### config.mk
export PLATFORM = sky130hd
export DESIGN_NAME = i2c_xact_seq
export DESIGN_NICKNAME = d
export VERILOG_FILES = /design/src/rtl/i2c_xact_seq.sv
export SDC_FILE = /design/constraint.sdc
export NUM_CORES = 1
export LEC_CHECK = 0
export ABC_CLOCK_PERIOD_IN_PS = 2000
export BUFFER_PORTS_ARGS = -buffer_cell sky130_fd_sc_hd__buf_2
export CAP_MARGIN = 25
export CORE_ASPECT_RATIO = 2
export CORE_UTILIZATION = 35
export CTS_CLUSTER_SIZE = 25
export DETAILED_ROUTE_END_ITERATION = 6
export SLEW_MARGIN = 20
export SYNTH_ARGS = -nofsm -noshare
export SYNTH_HDL_FRONTEND = slang
export SYNTH_SLANG_ARGS = --single-unit
### constraint.sdc
create_clock -name clk -period 2 [get_ports clk]
set_input_delay 0.1 -clock clk [delete_from_list [all_inputs] [get_ports clk]]
set_output_delay 0.1 -clock clk [all_outputs]
set_load 0.01 [all_outputs]
### src/rtl/i2c_xact_seq.sv
module i2c_xact_seq #(
  parameter int CNT_W = 8
) (
  input  logic             clk,
  input  logic             rst_n,
  input  logic             req,
  input  logic [6:0]       addr,
  input  logic [CNT_W-1:0] tx_len,
  input  logic [CNT_W-1:0] rx_len,
  input  logic [7:0]       tx_data,
  output logic             tx_pop,
  output logic [7:0]       rx_byte,
  output logic             rx_push,
  input  logic [7:0]       eng_status,
  input  logic             eng_event,
  input  logic [7:0]       eng_rdata,
  output logic             cmd_valid,
  output logic             cmd_start,
  output logic             cmd_stop,
  output logic             cmd_ack,
  output logic             cmd_load,
  output logic [7:0]       cmd_data,
  output logic             done,
  output logic [1:0]       err,
  output logic [CNT_W-1:0] rx_count,
  output logic             busy
);

  logic             pend, active;
  logic [6:0]       p_addr, w_addr;
  logic [CNT_W-1:0] p_tx, p_rx, tx_left, rx_left, txi, rxi;
  logic [7:0]       st;
  logic [CNT_W:0]   rxi_1, rxi_2, rx_w;

  assign st    = {eng_status[7:3], 3'b000};
  assign rxi_1 = {1'b0, rxi} + 1'b1;
  assign rxi_2 = {1'b0, rxi} + 2'd2;
  assign rx_w  = {1'b0, rx_left};

  always_ff @(posedge clk or negedge rst_n) begin
    if (!rst_n) begin
      pend <= 1'b0; active <= 1'b0; busy <= 1'b0;
      p_addr <= '0; p_tx <= '0; p_rx <= '0; w_addr <= '0;
      tx_left <= '0; rx_left <= '0; txi <= '0; rxi <= '0;
      cmd_valid <= 1'b0; cmd_start <= 1'b0; cmd_stop <= 1'b0;
      cmd_ack <= 1'b0; cmd_load <= 1'b0; cmd_data <= '0;
      tx_pop <= 1'b0; rx_push <= 1'b0; rx_byte <= '0;
      done <= 1'b0; err <= '0; rx_count <= '0;
    end else begin
      cmd_valid <= 1'b0; cmd_start <= 1'b0; cmd_stop <= 1'b0;
      cmd_ack <= 1'b0; cmd_load <= 1'b0;
      tx_pop <= 1'b0; rx_push <= 1'b0; done <= 1'b0;
      if (req && !pend) begin
        pend <= 1'b1; p_addr <= addr; p_tx <= tx_len; p_rx <= rx_len;
      end
      if (!active) begin
        if (pend && !busy && !eng_event && st == 8'hF8) begin
          pend <= 1'b0; active <= 1'b1;
          w_addr <= p_addr; tx_left <= p_tx; rx_left <= p_rx;
          cmd_valid <= 1'b1; cmd_start <= 1'b1;
        end
      end else if (eng_event) begin
        case (st)
          8'h08, 8'h10: begin
            busy <= 1'b1; txi <= '0; rxi <= '0;
            cmd_valid <= 1'b1; cmd_load <= 1'b1;
            cmd_data <= {w_addr, tx_left == '0};
          end
          8'h18, 8'h28: begin
            if (txi < tx_left) begin
              cmd_valid <= 1'b1; cmd_load <= 1'b1; cmd_data <= tx_data;
              tx_pop <= 1'b1; txi <= txi + 1'b1;
            end else begin
              tx_left <= '0;
              cmd_valid <= 1'b1;
              if (rx_left != '0) cmd_start <= 1'b1;
              else begin
                cmd_stop <= 1'b1; done <= 1'b1; err <= 2'd0;
                rx_count <= rxi; busy <= 1'b0; active <= 1'b0;
              end
            end
          end
          8'h20, 8'h48: begin
            tx_left <= '0; rx_left <= '0;
            cmd_valid <= 1'b1; cmd_stop <= 1'b1; done <= 1'b1; err <= 2'd1;
            rx_count <= rxi; busy <= 1'b0; active <= 1'b0;
          end
          8'h30: begin
            cmd_valid <= 1'b1; cmd_stop <= 1'b1; done <= 1'b1; err <= 2'd0;
            rx_count <= rxi; busy <= 1'b0; active <= 1'b0;
          end
          8'h38: begin
            cmd_valid <= 1'b1; cmd_start <= 1'b1; busy <= 1'b0;
          end
          8'h40: begin
            cmd_valid <= 1'b1; cmd_ack <= (rxi_1 < rx_w);
          end
          8'h50: begin
            rx_byte <= eng_rdata; rx_push <= 1'b1; rxi <= rxi + 1'b1;
            cmd_valid <= 1'b1; cmd_ack <= (rxi_2 < rx_w);
          end
          8'h58: begin
            rx_byte <= eng_rdata; rx_push <= 1'b1; rxi <= rxi + 1'b1;
            rx_left <= '0;
            cmd_valid <= 1'b1; cmd_stop <= 1'b1; done <= 1'b1; err <= 2'd0;
            rx_count <= rxi_1[CNT_W-1:0]; busy <= 1'b0; active <= 1'b0;
          end
          8'h00: begin
            cmd_valid <= 1'b1; cmd_stop <= 1'b1; done <= 1'b1; err <= 2'd2;
            rx_count <= rxi; busy <= 1'b0; active <= 1'b0;
          end
          default: ;
        endcase
      end
    end
  end

  assert_done_pulse_R12: assert property (@(posedge clk) disable iff (!rst_n)
    done |=> !done);
  assert_done_idle_R12: assert property (@(posedge clk) disable iff (!rst_n)
    done |=> !busy);
  assert_done_stop_R9: assert property (@(posedge clk) disable iff (!rst_n)
    done |-> (cmd_valid && cmd_stop));
  assert_err_legal_R6: assert property (@(posedge clk) disable iff (!rst_n)
    done |-> (err != 2'd3));
  assert_cmd_exclusive_R2: assert property (@(posedge clk) disable iff (!rst_n)
    cmd_valid |-> ($countones({cmd_start, cmd_stop, cmd_load}) <= 1));
  assert_launch_start_R1: assert property (@(posedge clk) disable iff (!rst_n)
    $rose(active) |-> (cmd_valid && cmd_start));
  assert_arb_release_R8: assert property (@(posedge clk) disable iff (!rst_n)
    (active && eng_event && st == 8'h38) |=> (!busy && cmd_start));

endmodule

==> run metrics <==
die width=between 80 and 90 µm; EDFF count, synth=0; leakage power=3.58 nW; TNS Setup=-1.73 ns; Post-Synthesis Cells=464; GR peak layer=met2; GR Util met1=18.7%; Final Hold Vio Count=0; Final Skew=0.00821 ns; via/cell ratio=5.01; worst setup path startpoint=tx_left[2]; end of the worst hold path=p_rx[0]; setup slack, reg-to-reg=-0.10 ns; # DRC=2; clock root buffer=clkbuf_16; crit-path max FO=11; ratio of cells with drive above 1 in the final layout=between 40% and 50%; failing checks=DRC, setup timing; status=complete, but fails checks; final hold slack=0.00811 ns; commonest non-fill, non-tap cell in the layout=dfrtp_1; Distinct cells, synth=57; Design Area, Final=7120 µm²; cell count of the worst hold path=2; WL final=13.2 mm; vias post-DR=about 4200; IO buf count=82; Hold WC Path Type=primary input to flip-flop; area post-placement=6130 µm²; max-slew violations=0; Yosys warnings=0; Post-Syn Area per Cell=11.0 µm²; CTS tree=built; crit-path cells=inv_2 -> ha_4 -> a211oi_4 -> o21ai_4 -> a211o_1 -> nor2b_4 -> buf_12 -> mux2_4; vias in the first global route=4304; die area=15000 µm²; Final Critical Period=between 2 and 2.5 ns; Detail Placement HPWL=9.37 mm; Slew @ Worst Pin=around 0.6 ns; Bufs and invs on worst path=2; largest net degree at the start of global routing=43; Final ANT Viol Nets=0; worst path required time=2.23 ns; FFs w/ async S/R, synth=100%; Crit-path slowest cell=dfrtp_1; DR WL/cell=15.8 µm; critical setup path kind=flip-flop to flip-flop; Worst setup SP type=flip-flop; CP Data Arrival Time=between 2 and 2.5 ns; # IOs=86; Max rail drop VDD=0.000625 V; nets=roughly 700; diode count=0; initial antenna violation count=0; clock latency at the later pin of the worst-skew pair=roughly 0.35 ns; grt met2 use=roughly 36%; FP Rows=62; f_max=475 MHz; # fillers=1312; unrepaired setup endpoints after global routing=yes; CTS Buffer Depth=2; syn nets=539; slack of the critical path=-0.104 ns; Worst path top cell family by delay=compound AO/OA/AOI/OAI gates; Reg clk slew, reported paths=~0.07 ns; First-pass DRT Iterations=7; die height=172 µm; # setup viols final=22; Yosys reg bits=98; sequential area share after synthesis=48.2%; commonest non-fill, non-tap cells in the layout=97 x dfrtp_1, 81 x buf_2, 66 x buf_4; initial drt markers=203; wire length of the first global-routing pass=between 20 and 25 mm; kind of end point of the critical path=flip-flop; part of the cycle the worst path needs=105%; Layout area overhead=40.0%; pwr dens=1000 nW/µm²; most frequently used flop master after synthesis=dfrtp_1; Mapped Area=slightly above 5000 µm²; CTS Sinks=98; Max Cap Viol=0; DP Cell Count=a little under 800; CP max stage delay=0.40 ns; Initial Util=35.6%; count of non-filler cells in the finished layout=835; H-tree level count=3; total global-route track usage=18.3%; grt ovf=0; Reg2Reg Launch Point=tx_left[2]; worst r2r dst=rx_count[1]; gpl congestion=0.871; Inserted Clock Buffers=9; Slew headroom=about 61%; Reg2Reg Depth=8; met3 Resource Use GR=2.67%; Hold Crit Start=rx_len[0]; core area=between 10000 and 15000 µm²
==> where the power goes <==
part,switching (mW),leakage (nW),internal (mW)
clock network,0.839,0.145,0.883
logic,1.24,2.15,1.41
registers,0.277,1.28,2.49
total,2.36,3.58,4.77
==> final cells by class <==
cell class,instances,area [µm²],share of cell area [%]
inverters,24,90.1,1.27
clock buffers,9,225,3.16
well taps,192,240,3.37
flip-flops and latches,98,2450,34.5
multi-input cells,319,2710,38.1
clock inverters,7,66.3,0.932
repair buffers,186,1330,18.7
==> flip-flops by register name, indices dropped and copies added (netlist names), 2 cells and up <==
signal and cells:
p_addr 7, p_tx 8, p_rx 8, err 2
cmd_data 8, tx_left 8, txi 8, rx_byte 8
rx_left 8, w_addr 7, rxi 8, rx_count 8
==> stage by stage <==
| step | power (mW) | worst slack [ns] | util [%] |
|---|---|---|---|
| floorplan | 4.08 | -0.130 | - |
| global placement | 4.93 | -0.0946 | 43.0 |
| detailed placement | 5.03 | -0.177 | 43.0 |
| CTS | 6.94 | -0.0994 | 48.1 |
| global route | 7.58 | -0.185 | 49.9 |
| finish | 7.13 | -0.104 | 49.9 |
==> layer usage <==
layer	vias to the layer above	wire [µm]
li1	1975	-
met1	2040	4850
met2	133	7470
met3	34	455
met4	0	376
met5	-	0
==> Yosys cell counts, types with 2 or more instances <==
master | number | area [µm²]
dfrtp_1 | 98 | 2450
mux2_2 | 48 | 541
nand2_1 | 47 | 176
nor2_1 | 25 | 93.8
ha_1 | 24 | 300
inv_1 | 23 | 86.3
a21oi_1 | 20 | 100
o21ai_0 | 18 | 90.1
clkbuf_1 | 12 | 45.0
xnor2_1 | 11 | 96.3
a21o_1 | 10 | 75.1
mux2i_1 | 10 | 100
nand3_1 | 10 | 50.1
xor2_1 | 9 | 78.8
nor3b_1 | 8 | 60.1
mux2_4 | 7 | 105
and3_1 | 6 | 37.5
nand2b_1 | 5 | 31.3
a211o_1 | 4 | 35.0
buf_1 | 4 | 15.0
buf_2 | 4 | 20.0
nor2b_1 | 4 | 25.0
nor3_1 | 4 | 20.0
o211ai_1 | 4 | 30.0
nand3b_1 | 3 | 22.5
nand4_1 | 3 | 18.8
o31ai_1 | 3 | 22.5
or4_1 | 3 | 22.5
a211oi_1 | 2 | 15.0
a31oi_1 | 2 | 12.5
and2_1 | 2 | 12.5
and4_1 | 2 | 17.5
buf_4 | 2 | 15.0
buf_6 | 2 | 22.5
nand3_2 | 2 | 20.0
nor4_1 | 2 | 12.5
==> what timing repair did <==
action                                  in CTS  in global routing
endpoints found under the setup margin      25                 34
hold buffers                                30                  0
pin swaps                                    8                 25
hold endpoints to repair                    68                  0
cloned                                       1                  1
resized for setup                           18                 40
buffers inserted                             6                  8
==> worst max path at each step <==
stage | slack, ns | end | cells past startpoint
after floorplan | -0.13 | rx_count[0] | 8
after global placement | -0.09 | cmd_ack | 8
after detailed placement | -0.18 | txi[5] | 8
after CTS | -0.1 | cmd_data[6] | 8
after global routing | -0.19 | rx_count[1] | 8
final | -0.10 | rx_count[1] | 8
==> logic make-up after synthesis <==
logic type | Yosys count | share of synthesized area (%)
adders and majority gates | 24 | 5.91
xor gates and xnor gates | 20 | 3.44
DFF | 98 | 48.2
AOI/OAI and AO/OA | 75 | 9.84
buffers and inverters | 48 | 4.08
muxes | 65 | 14.7
and+or+nand+nor | 134 | 13.8
==> worst register-to-register path: stages, from the launching register on <==
cell      delay (ns)
dfrtp_1         0.40
inv_2           0.08
ha_4            0.21
a211oi_4        0.25
o21ai_4         0.11
a211o_1         0.34
nor2b_4         0.15
buf_12          0.16
mux2_4          0.29
Note: power is estimated with default switching activity, not from simulation.
